File: config.mk
export PLATFORM = sky130hd
export DESIGN_NAME = tsc_sync_timer
export DESIGN_NICKNAME = d
export VERILOG_FILES = /design/src/rtl/tsc_pkg.sv /design/src/rtl/tsc_cfg_reg.sv /design/src/rtl/tsc_reload_gen.sv /design/src/rtl/tsc_down_counter.sv /design/src/rtl/tsc_sync_timer.sv
export SDC_FILE = /design/constraint.sdc
export NUM_CORES = 1
export LEC_CHECK = 0
export BUFFER_PORTS_ARGS = -buffer_cell sky130_fd_sc_hd__clkbuf_2
export CAP_MARGIN = 20
export CORE_MARGIN = 3
export CORE_UTILIZATION = 55
export CTS_BUF_LIST = sky130_fd_sc_hd__clkbuf_8
export DETAILED_ROUTE_END_ITERATION = 8
export GPL_TIMING_DRIVEN = 0
export PLACE_DENSITY = 0.81
export SYNTH_ARGS = -nofsm -noshare
export SYNTH_HDL_FRONTEND = slang
export SYNTH_SLANG_ARGS = --single-unit
File: constraint.sdc
create_clock -name clk -period 7.4 [get_ports clk]
set_input_delay 0.37 -clock clk [delete_from_list [all_inputs] [get_ports clk]]
set_output_delay 0.37 -clock clk [all_outputs]
set_load 0.05 [all_outputs]
File: src/rtl/tsc_pkg.sv
package tsc_pkg;
  typedef enum logic [0:0] {
    TSC_IDLE = 1'b0,
    TSC_RUN  = 1'b1
  } tsc_state_e;
endpackage

File: src/rtl/tsc_cfg_reg.sv
module tsc_cfg_reg #(
  parameter int EXP_W = 5
) (
  input  logic             clk,
  input  logic             rst_n,
  input  logic             we_i,
  input  logic [EXP_W-1:0] wdata_i,
  output logic [EXP_W-1:0] exp_o
);
  logic [EXP_W-1:0] exp_q, exp_d;
  logic             exp_en;

  always_comb begin
    exp_en = we_i;
    exp_d  = wdata_i;
  end

  always_ff @(posedge clk or negedge rst_n) begin
    if (!rst_n)      exp_q <= '0;
    else if (exp_en) exp_q <= exp_d;
  end

  assign exp_o = exp_q;


  readback_chk: assert property (@(posedge clk) disable iff (!rst_n)
    we_i |=> (exp_o == $past(wdata_i)));


  hold_chk: assert property (@(posedge clk) disable iff (!rst_n)
    !we_i |=> $stable(exp_o));
endmodule

File: src/rtl/tsc_reload_gen.sv
module tsc_reload_gen #(
  parameter int EXP_W = 5,
  parameter int CNT_W = 32
) (
  input  logic [EXP_W-1:0] exp_i,
  output logic [CNT_W-1:0] reload_o,
  output logic             enable_o
);
  // reload = 2^exp - 1: every bit below the exponent is set
  for (genvar i = 0; i < CNT_W; i++) begin : g_mask
    assign reload_o[i] = (int'(exp_i) > i);
  end

  assign enable_o = |exp_i;
endmodule

File: src/rtl/tsc_down_counter.sv
module tsc_down_counter
  import tsc_pkg::*;
#(
  parameter int CNT_W = 32
) (
  input  logic             clk,
  input  logic             rst_n,
  input  logic             stb_i,
  input  logic             cfg_on_i,
  input  logic [CNT_W-1:0] reload_i,
  output logic             req_o
);
  tsc_state_e       state_q, state_d;
  logic [CNT_W-1:0] cnt_q, cnt_d;
  logic             cnt_en;
  logic             req_q, req_d;
  logic             at_zero;

  assign at_zero = (cnt_q == '0);

  always_comb begin
    state_d = state_q;
    cnt_d   = cnt_q;
    req_d   = 1'b0;
    cnt_en  = 1'b0;
    unique case (state_q)
      TSC_IDLE: begin
        if (cfg_on_i) begin
          cnt_en  = 1'b1;
          cnt_d   = reload_i;
          state_d = TSC_RUN;
        end
      end
      TSC_RUN: begin
        if (stb_i) begin
          cnt_en = 1'b1;
          if (at_zero) begin
            req_d = 1'b1;
            if (cfg_on_i) begin
              cnt_d = reload_i;
            end else begin
              cnt_d   = '0;
              state_d = TSC_IDLE;
            end
          end else begin
            cnt_d = cnt_q - CNT_W'(1);
          end
        end
      end
      default: state_d = TSC_IDLE;
    endcase
  end

  always_ff @(posedge clk or negedge rst_n) begin
    if (!rst_n) begin
      state_q <= TSC_IDLE;
      cnt_q   <= '0;
      req_q   <= 1'b0;
    end else begin
      state_q <= state_d;
      req_q   <= req_d;
      if (cnt_en) cnt_q <= cnt_d;
    end
  end

  assign req_o = req_q;


  one_cycle_req_chk: assert property (@(posedge clk) disable iff (!rst_n)
    req_q |=> !req_q);


  idle_quiet_chk: assert property (@(posedge clk) disable iff (!rst_n)
    (state_q == TSC_IDLE) |=> !req_q);


  gap_hold_chk: assert property (@(posedge clk) disable iff (!rst_n)
    ((state_q == TSC_RUN) && !stb_i) |=> $stable(cnt_q));


  count_down_chk: assert property (@(posedge clk) disable iff (!rst_n)
    ((state_q == TSC_RUN) && stb_i && !at_zero) |=> (cnt_q == $past(cnt_q) - CNT_W'(1)));


  deferred_reload_chk: assert property (@(posedge clk) disable iff (!rst_n)
    ((state_q == TSC_RUN) && stb_i && at_zero && cfg_on_i) |=> (cnt_q == $past(reload_i)));


  idle_zero_chk: assert property (@(posedge clk) disable iff (!rst_n)
    (state_q == TSC_IDLE) |-> at_zero);
endmodule

File: src/rtl/tsc_sync_timer.sv
module tsc_sync_timer #(
  parameter int EXP_W = 5,
  parameter int CNT_W = 32
) (
  input  logic             clk,
  input  logic             rst_n,
  input  logic             byte_stb,
  input  logic             cfg_we,
  input  logic [EXP_W-1:0] cfg_wdata,
  output logic [EXP_W-1:0] cfg_rdata,
  output logic             sync_req
);
  logic [EXP_W-1:0] exp_val;
  logic [CNT_W-1:0] reload_val;
  logic             cfg_on;

  tsc_cfg_reg #(.EXP_W(EXP_W)) u_cfg (
    .clk     (clk),
    .rst_n   (rst_n),
    .we_i    (cfg_we),
    .wdata_i (cfg_wdata),
    .exp_o   (exp_val)
  );

  tsc_reload_gen #(.EXP_W(EXP_W), .CNT_W(CNT_W)) u_reload (
    .exp_i    (exp_val),
    .reload_o (reload_val),
    .enable_o (cfg_on)
  );

  tsc_down_counter #(.CNT_W(CNT_W)) u_cnt (
    .clk      (clk),
    .rst_n    (rst_n),
    .stb_i    (byte_stb),
    .cfg_on_i (cfg_on),
    .reload_i (reload_val),
    .req_o    (sync_req)
  );

  assign cfg_rdata = exp_val;


  req_needs_stb_chk: assert property (@(posedge clk) disable iff (!rst_n)
    sync_req |-> $past(byte_stb));
endmodule

==> flow_summary_export.csv <==
group,metric,value,unit
run_status,status,"complete, no violations",
synth,syn_area,2680,um2
route,first_iter_violations,507,
route,vias,2905,
worst_setup_path,critPathMaxFanout,10,
sta,maxSlewViolCount,0,
synth,ys_ff_latch,39,
die,fp-row-count,24,
synth,syn_area_per_cell,8.70,um2
sta,setup_viol,0,
cells_and_area,final_layout_size_suffix_gt1_share,13.3,%
route,wl_per_cell,20.8,um
clocking,clk_pin_slew,80,ps
pwr,irDropWorstVdd,0.000124,V
die,die_h,75.8,um
pwr,p_leak,1.08,nW
run,cap_violations,0,
clocking,htreeDepth,2,
place,place_congestion,0.948,
pwr,p_per_area,174,nW/um2
worst_setup_path,critPathKind,"reg2reg",
worst_setup_path,ff2ff_setup_slack,4270,ps
sta,slew_headroom,35.9,%
clocking,clock_sink_count,39,
synth,syn_inst,308,
clocking,clk_latency,300,ps
global_route,first_global_vias,2531,
die,start_util,59.1,%
cells_and_area,area_delta_synth_final,8.68,%
worst_hold_path,hold_path.class,"in2async",
cells_and_area,instances_no_fill,395,
synth,synth_cell_types,57,
route,drcViolationCount,0,
global_route,grt_max_degree,40,
worst_setup_path,r2r_cells,6,
global_route,antenna_found_initial,0,
sta,tns,0,ps
worst_setup_path,startpoint,"u_cnt.cnt_q[14]",
worst_setup_path,critPathLaunchType,"register",
sta,fmax,319,MHz
worst_setup_path,slowest_stage,"o41ai_4",
cells_and_area,seqCellArea,976,um2
cells_and_area,multiInputGateArea,1560,um2
worst_setup_path,rr_startpoint,"u_cnt.cnt_q[14]",
sta,fin_crit_sh,42.3,%
worst_setup_path,arrival,3350,ps
worst_setup_path,cp-end-kind,"register",
die,die-width,75.8,um
place,port-buffer-count,14,
global_route,grt_usage,30.4,%
sta,fin_worst_skew,6.94,ps
clocking,numCtsBuffers,5,
clocking,root_buffer,"clkbuf_8",
clocking,cts_max_path_buffers,2,
die,boundaryPins,15,
die,die_area,5750,um2
synth,yosysWarnings,0,
cells_and_area,antenna_cells,0,
cells_and_area,final_common_cell,"dfrtp_1",
sta,worstMarginPinSlew,961,ps
sta,grt_setup_unrepaired,"false",
route,postRouteAntennaNets,0,
clocking,hold_buffers,0,
cells_and_area,final_cell_mix,"39 x dfrtp_1, 28 x nand2_1, 22 x nand3_1",
route,vias_per_cell,7.35,
worst_setup_path,max_stage_delay,710,ps
clocking,postCtsSetupBuffers,0,
die,core,4530,um2
worst_setup_path,critPathCapture,"u_cnt.cnt_q[20]",
cells_and_area,fin_nets,340,
cells_and_area,stdcell_area,2910,um2
clocking,cts_tree,"done",
synth,synth_nets,319,
sta,hold_violations,0,
worst_setup_path,rr_endpoint,"u_cnt.cnt_q[20]",
sta,period_minus_slack,3130,ps
global_route,grt_pass1_wl,12900,um
global_route,grt_overflow,0,
route,drt-total-wl,8200,um
clocking,cts_resized,0,
synth,synth-seq-area-share,36.4,%
synth,synth_ff_type,"dfrtp_1",
place,place_area,2830,um2
cells_and_area,nFillCells,406,
synth,async_flop_share,100,%
route,first_pass_iters,6,
place,dp.cells,387,
worst_setup_path,cp.required,7620,ps
place,dp_hpwl,5730,um
worst_setup_path,worstPathCellList,"nor3_1, nand4_1, clkbuf_1, o41ai_4, nand2_2, o211ai_1",
synth,synth_edf_count,0,
## power breakdown
part | internal [mW] | leakage [nW] | switching [mW]
sequential | 0.228 | 0.455 | 0.0183
combinational | 0.0401 | 0.575 | 0.0784
clock | 0.0635 | 0.0505 | 0.0788
## final cells by class
| class | instances | share of cell area, % |
|---|---|---|
| buffer | 23 | 3.87 |
| clock buffer | 5 | 2.36 |
| clock inverter | 3 | 0.430 |
| inverter | 8 | 1.03 |
| multi-input combinational | 238 | 53.6 |
| sequential | 39 | 33.5 |
| tap | 65 | 2.79 |
| timing repair buffer | 14 | 2.41 |
## state kept, by name, indices dropped and copies added, names as in the netlist
name	count
u_cnt.cnt_q	32
u_cfg.exp_o	5
u_cnt.req_o	1
u_cnt.state_q	1
## cell families (layout without fill, tap and decap cells)
group,after synthesis,count (layout),share of synthesized area (%)
buf+inv,31,53,5.32
mux,4,4,1.68
fa+ha+maj,2,2,0.934
simple gates,145,145,30.0
compound gates,87,87,25.6
flops,39,39,36.4
## how the worst min path moves through the flow
| stage | endpoint | slack (ps) | cells past startpoint |
|---|---|---|---|
| detailed placement | u_cnt.cnt_q[21] | 520 | 1 |
| global placement | u_cnt.cnt_q[21] | 510 | 1 |
| global route | u_cnt.cnt_q[25] | 280 | 1 |
| floorplan | u_cfg.exp_o[0] | 70 | 0 |
| finish | u_cnt.cnt_q[25] | 200 | 1 |
| CTS | u_cnt.cnt_q[27] | 250 | 1 |
## per-layer routing
metal / global-route usage, % / part of all wire [%] / routed length, um
met2: 45.0 / 45 / 3690
met4: 13.4 / 3.4 / 277
met5: 0 / 0 / 0
met1: 43.3 / 41 / 3360
met3: 5.67 / 11 / 877
## per-stage QoR
stage               hold WS [ps]  utilization, %  setup slack (ps)  power (mW)
floorplan                   74.4               -              4890       0.327
global placement             507            62.4              4480       0.360
detailed placement           520            62.4              4450       0.364
CTS                          251            64.2              4430       0.504
global route                 280            64.2              4200       0.529
finish                       202            64.2              4270       0.507
## synth_stat cells (all sizes together), types with 12 or more instances
| cell | n | area [um2] |
|---|---|---|
| o211ai | 12 | 90.1 |
| nor2 | 18 | 67.6 |
| o21ai | 14 | 70.1 |
| nand2 | 29 | 111 |
| nand4 | 13 | 81.3 |
| nor3 | 13 | 65.1 |
| dfrtp | 39 | 976 |
| clkbuf | 14 | 52.6 |
| nand3 | 22 | 110 |
| nor4 | 13 | 100 |
## critical path, delay by kind of cell, from the launching register on
family / cells / cell delay (ps)
simple gates: 3 / 1280
compound gates: 2 / 940
buf+inv: 1 / 370
flops: 1 / 440
Note: power is estimated with default switching activity, not from simulation.
